<file path="config.mk">
export PLATFORM = sky130hd
export DESIGN_NAME = dcb_lane_encoder
export DESIGN_NICKNAME = d
export VERILOG_FILES = /design/src/rtl/dcb_pkg.sv /design/src/rtl/dcb_word_disp.sv /design/src/rtl/dcb_pol_select.sv /design/src/rtl/dcb_rd_track.sv /design/src/rtl/dcb_lane_encoder.sv
export SDC_FILE = /design/constraint.sdc
export NUM_CORES = 1
export LEC_CHECK = 0
export BUFFER_PORTS_ARGS = -buffer_cell sky130_fd_sc_hd__buf_2
export CAP_MARGIN = 20
export CORE_UTILIZATION = 35
export DETAILED_ROUTE_END_ITERATION = 10
export GPL_ROUTABILITY_DRIVEN = 0
export MAX_ROUTING_LAYER = met4
export PLACE_DENSITY = 0.61
export SYNTH_ARGS = -nofsm -noshare
export SYNTH_HDL_FRONTEND = slang
export SYNTH_SLANG_ARGS = --single-unit
</file>
<file path="constraint.sdc">
create_clock -name clk_i -period 3.1 [get_ports clk_i]
set_clock_uncertainty 0.1 [all_clocks]
set_input_delay 0.31 -clock clk_i [delete_from_list [all_inputs] [get_ports clk_i]]
set_output_delay 0.31 -clock clk_i [all_outputs]
set_load 0.05 [all_outputs]
</file>
<file path="src/rtl/dcb_pkg.sv">
package dcb_pkg;
  localparam int unsigned LANE_W = 6;
  localparam int          RD_HI  = 7;
  localparam int          RD_LO  = -6;
  localparam int unsigned RD_W   = 4;
endpackage

</file>
<file path="src/rtl/dcb_word_disp.sv">
// Signed disparity (ones minus zeros) of one lane word.
module dcb_word_disp #(
  parameter int unsigned DATA_W = 6,
  parameter int unsigned DISP_W = 5
) (
  input  logic [DATA_W-1:0]        data_i,
  output logic signed [DISP_W-1:0] disp_o
);
  localparam int unsigned CNT_W = $clog2(DATA_W + 1);

  logic [CNT_W-1:0] ones;

  always_comb begin
    ones = '0;
    for (int i = 0; i < int'(DATA_W); i++) ones = ones + CNT_W'(data_i[i]);
  end

  logic [DISP_W-1:0] ones_x;
  assign ones_x = DISP_W'(ones);
  // 2*ones - DATA_W, modular arithmetic yields two's complement
  assign disp_o = signed'((ones_x << 1) - DISP_W'(DATA_W));
endmodule

</file>
<file path="src/rtl/dcb_pol_select.sv">
// Polarity choice from the running and word disparities.
module dcb_pol_select #(
  parameter int unsigned RD_W   = 4,
  parameter int unsigned DISP_W = 5
) (
  input  logic signed [RD_W-1:0]   rd_i,
  input  logic signed [DISP_W-1:0] disp_i,
  output logic                     inv_o
);
  always_comb begin
    if (rd_i == '0)      inv_o = 1'b1;
    else if (rd_i > 0)   inv_o = (disp_i > 0);
    else                 inv_o = (disp_i <= 0);
  end
endmodule

</file>
<file path="src/rtl/dcb_rd_track.sv">
// Saturating running disparity register.
module dcb_rd_track #(
  parameter int          RD_HI  = 7,
  parameter int          RD_LO  = -6,
  parameter int unsigned RD_W   = 4,
  parameter int unsigned DISP_W = 5
) (
  input  logic                     clk_i,
  input  logic                     rst_ni,
  input  logic                     upd_i,
  input  logic                     inv_i,
  input  logic signed [DISP_W-1:0] disp_i,
  output logic signed [RD_W-1:0]   rd_o
);
  localparam int unsigned SUM_W = ((RD_W > DISP_W) ? RD_W : DISP_W) + 2;
  localparam logic signed [SUM_W-1:0] HI_X = SUM_W'(RD_HI);
  localparam logic signed [SUM_W-1:0] LO_X = SUM_W'(RD_LO);
  localparam logic signed [SUM_W-1:0] ONE_X = SUM_W'(1);

  logic signed [SUM_W-1:0] disp_x, rd_x, delta, sum, clamped;
  logic signed [RD_W-1:0]  rd_q;

  assign disp_x = {{(SUM_W-DISP_W){disp_i[DISP_W-1]}}, disp_i};
  assign rd_x   = {{(SUM_W-RD_W){rd_q[RD_W-1]}}, rd_q};

  // flag bit itself counts +1 when set, -1 when clear
  assign delta = inv_i ? (ONE_X - disp_x) : (disp_x - ONE_X);
  assign sum   = rd_x + delta;

  always_comb begin
    if (sum > HI_X)      clamped = HI_X;
    else if (sum < LO_X) clamped = LO_X;
    else                 clamped = sum;
  end

  always_ff @(posedge clk_i or negedge rst_ni) begin
    if (!rst_ni)    rd_q <= '0;
    else if (upd_i) rd_q <= clamped[RD_W-1:0];
  end

  assign rd_o = rd_q;


  rd_in_range_chk: assert property (@(posedge clk_i) disable iff (!rst_ni)
    (rd_q <= RD_HI) && (rd_q >= RD_LO));


  rd_hold_chk: assert property (@(posedge clk_i) disable iff (!rst_ni)
    !upd_i |=> $stable(rd_q));
endmodule

</file>
<file path="src/rtl/dcb_lane_encoder.sv">
module dcb_lane_encoder #(
  parameter int unsigned DATA_W = dcb_pkg::LANE_W,
  parameter int          RD_HI  = dcb_pkg::RD_HI,
  parameter int          RD_LO  = dcb_pkg::RD_LO,
  parameter int unsigned RD_W   = dcb_pkg::RD_W
) (
  input  logic              clk_i,
  input  logic              rst_ni,
  input  logic              valid_i,
  input  logic [DATA_W-1:0] data_i,
  output logic              valid_o,
  output logic [DATA_W:0]   sym_o
);
  localparam int unsigned DISP_W = $clog2(DATA_W + 1) + 2;

  logic signed [DISP_W-1:0] disp_w;
  logic signed [RD_W-1:0]   rd_w;
  logic                     inv_w;
  logic [DATA_W:0]          sym_q;
  logic                     vld_q;

  dcb_word_disp #(.DATA_W(DATA_W), .DISP_W(DISP_W)) u_disp (
    .data_i (data_i),
    .disp_o (disp_w)
  );

  dcb_pol_select #(.RD_W(RD_W), .DISP_W(DISP_W)) u_pol (
    .rd_i   (rd_w),
    .disp_i (disp_w),
    .inv_o  (inv_w)
  );

  dcb_rd_track #(.RD_HI(RD_HI), .RD_LO(RD_LO), .RD_W(RD_W), .DISP_W(DISP_W)) u_rd (
    .clk_i  (clk_i),
    .rst_ni (rst_ni),
    .upd_i  (valid_i),
    .inv_i  (inv_w),
    .disp_i (disp_w),
    .rd_o   (rd_w)
  );

  always_ff @(posedge clk_i or negedge rst_ni) begin
    if (!rst_ni) begin
      sym_q <= '0;
      vld_q <= 1'b0;
    end else begin
      vld_q <= valid_i;
      if (valid_i) sym_q <= {inv_w, data_i ^ {DATA_W{inv_w}}};
    end
  end

  assign sym_o   = sym_q;
  assign valid_o = vld_q;


  vld_lat_chk: assert property (@(posedge clk_i) disable iff (!rst_ni)
    valid_i |=> valid_o);


  vld_idle_chk: assert property (@(posedge clk_i) disable iff (!rst_ni)
    !valid_i |=> !valid_o);


  zero_rd_inv_chk: assert property (@(posedge clk_i) disable iff (!rst_ni)
    (valid_i && rd_w == '0) |=> sym_o[DATA_W]);


  round_trip_chk: assert property (@(posedge clk_i) disable iff (!rst_ni)
    valid_i |=> ((sym_o[DATA_W-1:0] ^ {DATA_W{sym_o[DATA_W]}}) == $past(data_i)));


  pos_rd_chk: assert property (@(posedge clk_i) disable iff (!rst_ni)
    (valid_i && rd_w > 0) |=> (sym_o[DATA_W] == ($past(disp_w) > 0)));


  sym_hold_chk: assert property (@(posedge clk_i) disable iff (!rst_ni)
    !valid_i |=> $stable(sym_o));
endmodule

</file>
### After elaboration in Yosys (flattened, before gate mapping)

Index checks and enable logic that the tools add are counted.

* $add $sub $neg: 9
* magnitude comparators: 5
* muxes and demuxes: 5
* bitwise operators: 1
* reductions and logical operators: 1

Operator list (number)
* adder 3 x 1 -> 3 bit: 4
* 2-to-1 mux 4 bit: 2
* adder 4 x 7 -> 7 bit: 1
* > comparator 7 x 4 -> 1 bit (second input constant): 1
* < comparator 7 x 4 -> 1 bit (second input constant): 1
* 2-to-1 mux 7 bit: 1
* subtractor 2 x 5 -> 6 bit (first input constant): 1
* subtractor 5 x 2 -> 6 bit (second input constant): 1
* XOR 6 bit: 1
* > comparator 5 x 1 -> 1 bit (second input constant): 1
* <= comparator 5 x 1 -> 1 bit (second input constant): 1
* subtractor 4 x 3 -> 5 bit (second input constant): 1
* > comparator 4 x 1 -> 1 bit (second input constant): 1
* zero test 4 bit: 1
* adder 1 x 1 -> 2 bit: 1
* 2-to-1 mux 1 bit: 2

* register bits: 12
* word-level logic and storage cells: 24

### Depth between registers and ports, before layout

* depth after elaboration: 14
* depth in mapped cells: 14

### By module

A second synthesis with hierarchy kept.

* cells, all modules: 131
* area total of the unflattened synthesis: 1147.4 um2

By module, submodules not included
* dcb_rd_track: times used 1, cells an instance 80, area an instance 640.6 um2, seq. area each 100.1 um2
* dcb_lane_encoder: times used 1, cells an instance 29, area an instance 335.3 um2, seq. area each 200.2 um2
* dcb_word_disp: times used 1, cells an instance 17, area an instance 142.6 um2, seq. area each 0.0 um2
* dcb_pol_select: times used 1, cells an instance 5, area an instance 28.8 um2, seq. area each 0.0 um2

### Least setup slack after synthesis

Ideal clock, no wire load.

* path kind: input to register
* start: in data_i[0]
* end: reg u_rd.rd_q[1] (netlist: u_rd.rd_o[1])
* arrival: 3820 ps
* required time: 2869 ps
* path slack: -951 ps
* stages on the path: 13
* path buffers: 0
* path through: ha_1 -> inv_1 -> fa_1 -> fa_1 -> fa_1 -> mux2i_4 -> xor2_1 -> fa_1 -> xor2_2 -> nor2_1 -> or4_4 -> nor4_1 -> nor3_1

* longest elaborated chain between the ends: 14
* elaborated cells on any way between the ends: 18
* classes of those cells: add/sub: 9; order compare: 4; mux: 5

Ends and longest elaborated chain
* start, declared: RTL line dcb_lane_encoder.sv:10 `input logic [DATA_W-1:0] data_i,`
* adder 1 x 1 -> 2 bit (*): RTL line dcb_word_disp.sv:15 `for (int i = 0; i < int'(DATA_W); i++) ones = ones + CNT_W'(data_i[i]);`
* adder 3 x 1 -> 3 bit (*) (4 in a row): RTL line dcb_word_disp.sv:15
* subtractor 4 x 3 -> 5 bit (*): RTL line dcb_word_disp.sv:21 `assign disp_o = signed'((ones_x << 1) - DISP_W'(DATA_W));`
* <= comparator 5 x 1 -> 1 bit or > comparator 5 x 1 -> 1 bit (tied branches): RTL line dcb_pol_select.sv:13, dcb_pol_select.sv:12
* 2-to-1 mux 1 bit: RTL line dcb_pol_select.sv:12 `else if (rd_i > 0) inv_o = (disp_i > 0);`
* 2-to-1 mux 1 bit: RTL line dcb_pol_select.sv:11 `if (rd_i == '0) inv_o = 1'b1;`
* 2-to-1 mux 7 bit (*): RTL line dcb_rd_track.sv:27 `assign delta = inv_i ? (ONE_X - disp_x) : (disp_x - ONE_X);`
* adder 4 x 7 -> 7 bit (*): RTL line dcb_rd_track.sv:28 `assign sum = rd_x + delta;`
* < comparator 7 x 4 -> 1 bit: RTL line dcb_rd_track.sv:32 `else if (sum < LO_X) clamped = LO_X;`
* 2-to-1 mux 4 bit: RTL line dcb_rd_track.sv:32
* 2-to-1 mux 4 bit (*): RTL line dcb_rd_track.sv:31 `if (sum > HI_X) clamped = HI_X;`
* end signal, assigned: RTL line dcb_rd_track.sv:38 `else if (upd_i) rd_q <= clamped[RD_W-1:0];`
* end, declared: RTL line dcb_rd_track.sv:21 `logic signed [RD_W-1:0] rd_q;`

Every way passes the cells marked *; elsewhere a longest branch is shown, timed or not.
A chain may end at the register's enable or synchronous reset.

### Worst setup path after layout

* start: in data_i[1]
* end: reg u_rd.rd_q[1] (netlist: u_rd.rd_o[1])

The elaborated chain is that of the path after synthesis.

==> summary.md <==
| Metric | Value |
|---|---|
| Status | `finished, violations left` |
| Failing checks | `negative setup slack` |
| Async SR Flop Fraction | `100%` |
| TritonCTS Buffers | `3` |
| Max_slew headroom | `79.3%` |
| Count leader, synth | `nor2_1` |
| Finished layout cell area | `1230 um^2` |
| Design Power | `1620 uW` |
| Largest net degree at the start of global routing | `19` |
| DRT Wirelength | `1870 um` |
| CP max stage cell | `or4_4` |
| Post-DP Area | `1140 um^2` |
| Core footprint | `2280 um^2` |
| Switching Power | `757 uW` |
| Post-DP HPWL | `1520 um` |
| Clk_lat worst skew | `270 ps` |
| Critical path arrival | `3720 ps` |
| Sequential Power Share | `16.8%` |
| Initial antenna violation count | `0` |
| Synth area leader | `dfrtp_1` |
| Fin nets | `143` |
| Share of layout cells above drive strength 1 | `45.5%` |
| Sw frac | `46.6%` |
| Crit-path max cell delay | `520 ps` |
| Vias per cell | `4.79` |
| Synth top area share | `34.5%` |
| Remaining DRCs | `0` |
| IO Count | `17` |
| GRT Util Overall | `17.0%` |
| Synth Register Bits | `12` |
| DIE AREA | `2690 um^2` |
| Top cells by count, synth | `15 x nor2_1, 12 x dfrtp_1, 9 x a21oi_1, 9 x inv_1` |
| Syn-to-layout area delta | `41.8%` |
| RSZ-0062 raised after global routing | `true` |
| Root buffer cell | `clkbuf_4` |
| Seq/Total Area, Yosys | `34.5%` |
| Row count | `17` |
| Pwr dens | `1310 nW/um^2` |
| Synth Flop Type | `dfrtp_1` |
| Overflow after GRT | `0` |
| TritonCTS clock tree | `done` |
| CP max FO | `4` |
| CP Capture Type | `flop` |
| Avg Cell Area, Syn | `9.78 um^2` |
| Max-slew violation count | `0` |
| CTS H-tree depth | `1` |
| Diode count | `0` |
| Data required, critical path | `3150 ps` |
| Die W | `51.9 um` |
| Pleak | `0.000553 uW` |
| Power Internal | `867 uW` |
| WS Path Type | `in2reg` |
| Final period util | `118%` |
| Setup slack after layout | `-569 ps` |
| Post-synth EDFFs | `0` |
| Most used cell, CP | `fa_2` |
| Logic pwr share | `77.3%` |
| Max VDD drop | `0.000714 V` |
| Worst hold path type | `in2reg` |
| Setup Buffers After CTS | `0` |
| Iteration-0 DRC Markers | `3` |
| Clock sinks | `12` |
| Die Height | `51.9 um` |
| Total number of vias | `724` |
| FMAX | `273 MHz` |
| Setup TNS | `-1990 ps` |
| Clock buffer depth | `2` |
| # setup viols final | `4` |
| Netlist cell types | `29` |
| First-pass GRT wire length | `3300 um` |
| Initial Util | `38.3%` |
| Slew @ Worst Pin | `309 ps` |
| CTS clk-pin slew, worst paths | `70 ps` |
| Synth Net Count | `107` |
| Ys Warns | `0` |
| Post-Route Utilization | `54.3%` |
| CP Cell Sequence | `buf_6, ha_4, inv_2, fa_1, fa_2, fa_2, mux2i_4, xor2_2, fa_2, xor2_2, nor2_1, or4_4, nor4_2, nor3_1` |
| Clock share of power | `5.8%` |
| Wirelength per Cell | `12.4 um` |
| Pre-antenna DRT Iters | `3` |
| Synth area leaders | `dfrtp_1 34%, fa_1 9.2%, ha_1 7.2%` |
| Syn Inst Count | `89` |
| Endpoints failing hold | `0` |
| Vias in the first global route | `781` |
| Critical Path Start Type | `input port` |
| IO buf count | `16` |
| Final ANT Viol Nets | `0` |
| Max-cap check violation count | `0` |
| Mapped Area | `871 um^2` |
| Final min period | `3670 ps` |
[layout by cell type (no fill, tap or decap), types with 4 or more instances in the layout]
master,count
a21oi_1,8
buf_2,14
buf_4,16
dfrtp_1,12
inv_1,8
nor2_1,13
xnor2_1,4
[per-layer routing]
layer / part of all wire [%] / track usage, % / routed length [um] / vias up
li1: - / - / - / 372
met1: 45 / 20.6 / 833 / 338
met2: 52 / 29.3 / 979 / 10
met3: 1.7 / 1.75 / 31 / 4
met4: 1.2 / 5.86 / 23 / 0
met5: 0 / - / 0 / -
[power groups by stage]
stage,Sequential [uW],Combinational (uW),Clock (uW)
floorplan,380,677,0
global placement,268,1120,0
detailed placement,271,1150,0
CTS,269,1210,97.6
global route,283,1370,107
finish,273,1260,94.7
[critical path, delay by kind of cell]
family | cells | cell delay [ps]
XOR/XNOR | 2 | 310
buffers and inverters | 2 | 130
AND/OR/NAND/NOR | 4 | 850
multiplexers | 1 | 260
adder cells (fa/ha/maj) | 5 | 1850
[area by class of cell]
cell class	count	area (um^2)
clock buffers	3	22.5
fillers	202	1040
inverters	9	33.8
multi-input cells	66	621
flip-flops and latches	12	300
well taps	28	35.0
repair buffers	33	223
[path summary, 6_finish.rpt]
kind / from / to / depth (start not counted) / slack [ps]
max: data_i[1] / u_rd.rd_o[1] / 14 / -570
min: valid_i / valid_o / 1 / 220
max reg2reg: u_rd.rd_o[0] / u_rd.rd_o[1] / 10 / 190
min reg2reg: sym_o[6] / sym_o[6] / 2 / 420
max in group asynchronous: rst_ni / sym_o[4] / 2 / 2350
min in group asynchronous: rst_ni / valid_o / 2 / 340
[registers in the layout, summed over array words and instances, names as in the netlist]
register / cells
u_rd.rd_o: 4
valid_o: 1
sym_o: 7
[stage by stage]
step	instances	hold WS, ps	worst slack [ps]
detailed placement	147	108	-951
global route	151	225	-739
global placement	147	96.2	-881
floorplan	89	-85.6	-774
CTS	151	214	-598
finish	151	218	-569
[kinds of logic (layout without fill, tap and decap cells)]
| group | Yosys count | after routing | synth area share [%] |
|---|---|---|---|
| AOI/OAI and AO/OA | 17 | 17 | 13.5 |
| xor gates and xnor gates | 10 | 10 | 10.9 |
| adders and majority gates | 9 | 9 | 16.4 |
| buffers and inverters | 11 | 45 | 4.88 |
| DFF | 12 | 12 | 34.5 |
| muxes | 1 | 1 | 2.59 |
| and+or+nand+nor | 29 | 29 | 17.2 |
[repair_timing]
action,CTS,global route
pin swaps,3,5
gates resized for setup,5,5
hold buffers,1,0
endpoints found under the setup margin,4,4
hold endpoints to repair,12,0
Note: power is estimated with default switching activity, not from simulation.
